--- src/rtl/sctx_pkg.sv ---
package sctx_pkg;

  localparam int MODE_W      = 8;
  localparam int BIT_SPECIAL = 7;
  localparam int BIT_BLOCK   = 6;
  localparam int BIT_PAR_EN  = 5;
  localparam int BIT_ODD     = 4;
  localparam int TICK_W      = 5;

  // end points in half-etu ticks counted from start-bit leading edge
  localparam logic [TICK_W-1:0] END_NORMAL  = 5'd25;
  localparam logic [TICK_W-1:0] END_BLOCK   = 5'd23;
  localparam logic [TICK_W-1:0] END_SPECIAL = 5'd22;

  typedef struct packed {
    logic special;
    logic block;
    logic par_en;
    logic odd;
  } tx_cfg_t;

  function automatic logic [TICK_W-1:0] end_tick(input tx_cfg_t c);
    if (c.special)    return END_SPECIAL;
    else if (c.block) return END_BLOCK;
    else              return END_NORMAL;
  endfunction

  function automatic logic parity_slot(input tx_cfg_t c, input logic [7:0] d);
    if (c.par_en) return (^d) ^ c.odd;
    else          return 1'b1;
  endfunction

endpackage

--- src/rtl/sctx_regs.sv ---
module sctx_regs #(
  parameter int MODE_W = 8,
  parameter int CC_W   = 2
) (
  input  logic              clk,
  input  logic              rst,
  input  logic              mode_we,
  input  logic [MODE_W-1:0] mode_wdata,
  input  logic              cc_we,
  input  logic [CC_W-1:0]   cc_wdata,
  output logic [MODE_W-1:0] mode_q,
  output logic [CC_W-1:0]   cc_q
);

  always_ff @(posedge clk) begin
    if (rst) begin
      mode_q <= '0;
      cc_q   <= '0;
    end else begin
      if (mode_we) mode_q <= mode_wdata;
      if (cc_we)   cc_q   <= cc_wdata;
    end
  end

endmodule

--- src/rtl/sctx_frame_tx.sv ---
module sctx_frame_tx
  import sctx_pkg::*;
#(
  parameter int ETU_CLKS = 8
) (
  input  logic      clk,
  input  logic      rst,
  input  logic      start_i,
  input  logic [7:0] data_i,
  input  tx_cfg_t   cfg_i,
  output logic      line_o,
  output logic      busy_o,
  output logic      end_o
);

  localparam int HALF  = ETU_CLKS / 2;
  localparam int SUB_W = (HALF > 1) ? $clog2(HALF) : 1;
  localparam logic [SUB_W-1:0] SUB_LAST = SUB_W'(HALF - 1);
  localparam int FRAME_W = 9;

  logic [SUB_W-1:0]   sub_q;
  logic [TICK_W-1:0]  tick_q;
  logic [TICK_W-1:0]  tick_nx;
  logic [TICK_W-1:0]  stop_q;
  logic [FRAME_W-1:0] shreg_q;
  logic               half_done;

  assign tick_nx   = tick_q + 5'd1;
  assign half_done = (sub_q == SUB_LAST);

  always_ff @(posedge clk) begin
    if (rst) begin
      sub_q   <= '0;
      tick_q  <= '0;
      stop_q  <= END_NORMAL;
      shreg_q <= '1;
      line_o  <= 1'b1;
      busy_o  <= 1'b0;
      end_o   <= 1'b0;
    end else if (!busy_o) begin
      if (start_i) begin
        busy_o  <= 1'b1;
        end_o   <= 1'b0;
        line_o  <= 1'b0;
        sub_q   <= '0;
        tick_q  <= '0;
        stop_q  <= end_tick(cfg_i);
        shreg_q <= {parity_slot(cfg_i, data_i), data_i};
      end
    end else if (half_done) begin
      sub_q  <= '0;
      tick_q <= tick_nx;
      if (!tick_nx[0]) begin
        line_o  <= shreg_q[0];
        shreg_q <= {1'b1, shreg_q[FRAME_W-1:1]};
      end
      if (tick_nx == stop_q) begin
        busy_o <= 1'b0;
        end_o  <= 1'b1;
      end
    end else begin
      sub_q <= sub_q + 1'b1;
    end
  end

endmodule

--- src/rtl/sctx_cardclk.sv ---
module sctx_cardclk #(
  parameter int HALF_CLKS = 3
) (
  input  logic clk,
  input  logic rst,
  input  logic run_i,
  input  logic park_level_i,
  output logic cclk_o
);

  localparam int CNT_W = (HALF_CLKS > 1) ? $clog2(HALF_CLKS) : 1;
  localparam logic [CNT_W-1:0] CNT_LAST = CNT_W'(HALF_CLKS - 1);

  logic [CNT_W-1:0] cnt_q;
  logic             moving;

  // keep toggling until parked at the requested level
  assign moving = run_i || (cclk_o != park_level_i);

  always_ff @(posedge clk) begin
    if (rst) begin
      cnt_q  <= '0;
      cclk_o <= 1'b0;
    end else if (moving) begin
      if (cnt_q == CNT_LAST) begin
        cnt_q  <= '0;
        cclk_o <= ~cclk_o;
      end else begin
        cnt_q <= cnt_q + 1'b1;
      end
    end else begin
      cnt_q <= '0;
    end
  end

endmodule

--- src/rtl/smartcard_tx.sv ---
module smartcard_tx
  import sctx_pkg::*;
#(
  parameter int ETU_CLKS  = 8,
  parameter int CCLK_HALF = 3
) (
  input  logic       clk,
  input  logic       rst,
  input  logic       mode_we,
  input  logic [7:0] mode_wdata,
  input  logic       clkctl_we,
  input  logic [1:0] clkctl_wdata,
  input  logic       tx_we,
  input  logic [7:0] tx_data,
  output logic [7:0] mode_rdata,
  output logic [1:0] clkctl_rdata,
  output logic       tx_line,
  output logic       tx_busy,
  output logic       tx_end,
  output logic       card_clk
);

  tx_cfg_t cfg;

  sctx_regs #(.MODE_W(MODE_W), .CC_W(2)) u_regs (
    .clk        (clk),
    .rst        (rst),
    .mode_we    (mode_we),
    .mode_wdata (mode_wdata),
    .cc_we      (clkctl_we),
    .cc_wdata   (clkctl_wdata),
    .mode_q     (mode_rdata),
    .cc_q       (clkctl_rdata)
  );

  assign cfg.special = mode_rdata[BIT_SPECIAL];
  assign cfg.block   = mode_rdata[BIT_BLOCK];
  assign cfg.par_en  = mode_rdata[BIT_PAR_EN];
  assign cfg.odd     = mode_rdata[BIT_ODD];

  sctx_frame_tx #(.ETU_CLKS(ETU_CLKS)) u_frame (
    .clk     (clk),
    .rst     (rst),
    .start_i (tx_we),
    .data_i  (tx_data),
    .cfg_i   (cfg),
    .line_o  (tx_line),
    .busy_o  (tx_busy),
    .end_o   (tx_end)
  );

  // fixed-high parking exists only in special mode
  sctx_cardclk #(.HALF_CLKS(CCLK_HALF)) u_cclk (
    .clk          (clk),
    .rst          (rst),
    .run_i        (clkctl_rdata[0]),
    .park_level_i (cfg.special & clkctl_rdata[1]),
    .cclk_o       (card_clk)
  );

endmodule

--- config.mk ---
export PLATFORM = sky130hd
export DESIGN_NAME = smartcard_tx
export DESIGN_NICKNAME = d
export VERILOG_FILES = /design/src/rtl/sctx_pkg.sv /design/src/rtl/sctx_regs.sv /design/src/rtl/sctx_frame_tx.sv /design/src/rtl/sctx_cardclk.sv /design/src/rtl/smartcard_tx.sv
export SDC_FILE = /design/constraint.sdc
export NUM_CORES = 1
export LEC_CHECK = 0
export ABC_CLOCK_PERIOD_IN_PS = 4100
export BUFFER_PORTS_ARGS = -buffer_cell sky130_fd_sc_hd__buf_2
export CORE_ASPECT_RATIO = 0.75
export CORE_UTILIZATION = 57
export DETAILED_ROUTE_END_ITERATION = 6
export PLACE_DENSITY_LB_ADDON = 0.12
export SLEW_MARGIN = 20
export SYNTH_ARGS = -nofsm -noshare
export SYNTH_HDL_FRONTEND = slang
export SYNTH_SLANG_ARGS = --single-unit
--- constraint.sdc ---
create_clock -name clk -period 4.1 [get_ports clk]
set_input_delay 0.41 -clock clk [delete_from_list [all_inputs] [get_ports clk]]
set_output_delay 0.41 -clock clk [all_outputs]
set_load 0.005 [all_outputs]
==> Implementation_results.wiki <==
{| class="wikitable"
! Metric !! Value
|-
| Area leader, netlist || dfxtp_1
|-
| Placer congestion estimate || 0.7750
|-
| Count of H-tree levels built during CTS || 2
|-
| Root Driver || clkbuf_8
|-
| Final standard cell area without fillers || 0.001888 mm2
|-
| Worst-case clock buffer depth || 2
|-
| Starting density of the core || 0.6175
|-
| Buffers inserted during post-CTS setup optimization || 0
|-
| Most frequent cell after synthesis || dfxtp_1
|-
| DRC violation count after routing || 0
|-
| Transition time at the pin with the least slew margin || 1.070 ns
|-
| Total routing resource utilization after global routing || 0.2222
|-
| List of most frequent post-synthesis cells || 35 x dfxtp_1, 27 x nor2_1, 18 x mux2i_1
|-
| Global routing's busiest layer || met2
|-
| Antenna violations before repair || 0
|-
| Number of distinct standard cells referenced by the synthesized netlist || 29
|-
| Maximum VDD drop || 0.2580 mV
|-
| Area growth from synthesis to layout || 13.97%
|-
| Area share of the largest cell type after synthesis || 0.4230
|-
| Final-layout setup total negative slack || 0 ns
|-
| Setup repair after global routing missed its margin || no
|-
| Endpoint class of the critical path || flip-flop
|-
| Number of vias per cell after detailed routing || around 5.4
|-
| Max Cap Viol || 0
|-
| Fraction of met1 tracks used by global routing || 0.2541
|-
| Total Wirelength || 3.159 mm
|-
| Number of endpoints failing setup at the final stage || 0
|-
| Area of placed instances || 0.001800 mm2
|-
| Synthesized area per cell || 9.003 um2
|-
| Width of the chip || 64.25 um
|-
| Die Outline Area || around 0.0031 mm2
|-
| Routed length per placed instance || approximately 13 um
|-
| End point of the worst hold path || u_regs.cc_q[0]$_SDFFE_PP0P_
|-
| Register area share after synthesis || 0.4230
|-
| Synthesized flop and latch total || 35
|-
| Worst Path Max Fanout || 28
|-
| Final Hold Vio Count || 0
|-
| Total core area || 0.002683 mm2
|-
| Global-route wire length before repair || ~5.3 mm
|-
| Critical path launch point type || flip-flop
|-
| Max-slew headroom || 0.2858
|-
| Top Ports || 37
|-
| Power density over the cells || 373.6 mW/mm2
|-
| Number of clock buffers inserted by TritonCTS || 5
|-
| Final min period || 2.113 ns
|-
| Worst Hold Path Cells || 3
|-
| Path type of the worst min-delay path || in2reg
|-
| Clock Pin Slew Worst Setup and Hold Paths || 0.07 ns
|-
| Number of global-route vias before repair || 1,282
|-
| Period Utilization, post-route || 0.5155
|-
| CTS tree || done
|-
| Worst Setup Path Type || reg2reg
|-
| Leak pwr || about 0.8 nW
|-
| Number of flops mapped to enable cells by yosys || 0
|-
| Layout Skew || ~0.0061 ns
|-
| Total of warnings raised by yosys || 0
|-
| Height of the die || 48.69 um
|-
| Number of pins exceeding their max-slew limit in the final report || 0
|-
| Maximum frequency from static timing analysis || 0.4732 GHz
|-
| Hpwl dp || between 2 and 2.5 mm
|-
| Antenna Violating Nets Remaining || 0
|-
| Global Route met3 Usage || 0.06604
|-
| Post-Syn Nets || 210
|-
| Largest net degree at the start of global routing || 36
|-
| Cell types with the largest area share after synthesis || dfxtp_1 42%, mux2i_1 11%, nor2_1 6.1%, xnor2_1 5.3%, nand2b_1 3.4%
|-
| CTS Sinks || 35
|-
| Hold Path Origin || clkctl_wdata[0]
|-
| Status || completed
|-
| R2R Path End || u_frame.shreg_q[0]$_SDFFE_PP1P_
|-
| CTS Hold Bufs || 0
|-
| Filler instances || 222
|-
| Ys flop type || dfxtp_1
|-
| DRT iter0 DRCs || a little under 70
|-
| Overflow left after global routing || 0
|-
| Combined area of all synthesized cells || 0.001657 mm2
|-
| Total via count after detailed routing || 1,344
|-
| Count of port buffers added during placement || 36
|-
| Arrival @ worst endpoint || 2.28 ns
|-
| Core Rows || 16
|-
| Slack of the worst reg-to-reg path || 1.99 ns
|-
| Startpoint of the most critical register-to-register path || u_frame.busy_o$_SDFF_PP0_
|-
| Length of the first detailed-routing pass in iterations || 4
|-
| Met2 Use GR || 0.3825
|-
| Net count, final || 239
|-
| Syn Inst Count || 184
|-
| Post-synthesis async set-or-reset flop share || 0
|-
| CP required || 4.27 ns
|-
| Share of cells above drive strength 1 || 0.2207
|-
| # resized after CTS || 0
|-
| Count of antenna diodes in the layout || 0
|-
| Clock network latency to the later pin of the worst-skew pair || 0.28 ns
|-
| Depth of the worst register-to-register path || 4
|}
flip-flops by register name, indices dropped and copies added, names as in the netlist:
| name | cells |
|---|---|
| u_frame.stop_q | 3 |
| u_regs.cc_q | 2 |
| u_frame.line_o | 1 |
| u_frame.shreg_q | 9 |
| u_frame.busy_o | 1 |
| u_cclk.cclk_o | 1 |
| u_frame.sub_q | 2 |
| u_regs.mode_q | 8 |
| u_cclk.cnt_q | 2 |
| u_frame.tick_q | 5 |
| u_frame.end_o | 1 |
logic make-up (layout without fill, tap and decap cells):
group / count (synthesis) / in the layout / synth area share
compound gates: 25 / 25 / 0.09140
fa+ha+maj: 3 / 3 / 0.02266
flops: 35 / 35 / 0.4230
buf+inv: 15 / 44 / 0.05135
mux: 21 / 21 / 0.1292
xor+xnor: 15 / 15 / 0.07930
simple gates: 70 / 70 / 0.2032
final cells by class:
class	instances	area (um2)	area share
clock buffer	6	82.58	0.04374
clock inverter	1	5.005	0.002651
timing repair buffer	36	180.2	0.09543
multi-input combinational	134	870.8	0.4612
inverter	1	3.754	0.001988
sequential	35	700.7	0.3711
tap	36	45.04	0.02386
cells in the final DEF, fill, tap and decap left out:
cell / instances
a211oi_1: 1
a311oi_1: 1
nand2_2: 1
or3_1: 1
a21oi_1: 7
xor2_1: 5
clkinv_2: 1
a32oi_1: 1
a31oi_1: 1
clkbuf_8: 6
a211o_1: 3
o21ai_0: 10
nand3_1: 3
nor3_1: 3
nand4_1: 2
nor2_1: 27
nand2b_1: 9
nor2b_1: 3
nand2_1: 14
inv_1: 1
xnor2_1: 10
mux2i_1: 18
buf_2: 36
nor3b_1: 7
dfxtp_1: 35
ha_1: 3
mux2_2: 3
a41oi_1: 1
critical path, stage by stage (launching register included):
cell and delay [ns]:
dfxtp_1 1.03, nand2b_1 0.39, nand2_2 0.25, o21ai_0 0.25, nand2b_1 0.08
per-layer routing:
metal | wire [um] | part of all wire
met1 | 1463 | 0.46
met2 | 1494 | 0.47
met3 | 152 | 0.048
met4 | 48 | 0.015
met5 | 0 | 0
metrics by stage:
stage,hold slack [ns],utilization,total power [mW],cells,setup slack (ns)
after floorplan,0.3925,-,0.4420,184,2.695
after global routing,0.3724,0.7038,0.7367,249,1.827
final,0.3675,0.7038,0.7054,249,1.987
after detailed placement,0.4090,0.6712,0.4675,242,2.051
after CTS,0.3626,0.7038,0.7115,249,2.018
after global placement,0.3997,0.6712,0.4622,242,2.148
worst max path at each step:
stage                                   from                              end
5_1_grt            u_frame.busy_o$_SDFF_PP0_  u_frame.shreg_q[6]$_SDFFE_PP1P_
2_1_floorplan  u_frame.sub_q[0]$_SDFFE_PP0P_      u_frame.line_o$_SDFFE_PP1P_
4_1_cts            u_frame.busy_o$_SDFF_PP0_  u_frame.shreg_q[0]$_SDFFE_PP1P_
3_3_place_gp       u_frame.busy_o$_SDFF_PP0_  u_frame.shreg_q[0]$_SDFFE_PP1P_
6_report           u_frame.busy_o$_SDFF_PP0_  u_frame.shreg_q[0]$_SDFFE_PP1P_
3_5_place_dp       u_frame.busy_o$_SDFF_PP0_  u_frame.shreg_q[0]$_SDFFE_PP1P_
report_power, final:
part | total (mW) | internal, mW | switching (mW)
combinational | 0.0876 | 0.0457 | 0.0419
clock | 0.245 | 0.132 | 0.113
sequential | 0.373 | 0.356 | 0.0166
total | 0.705 | 0.534 | 0.172
(Power assumes the default switching activity.)
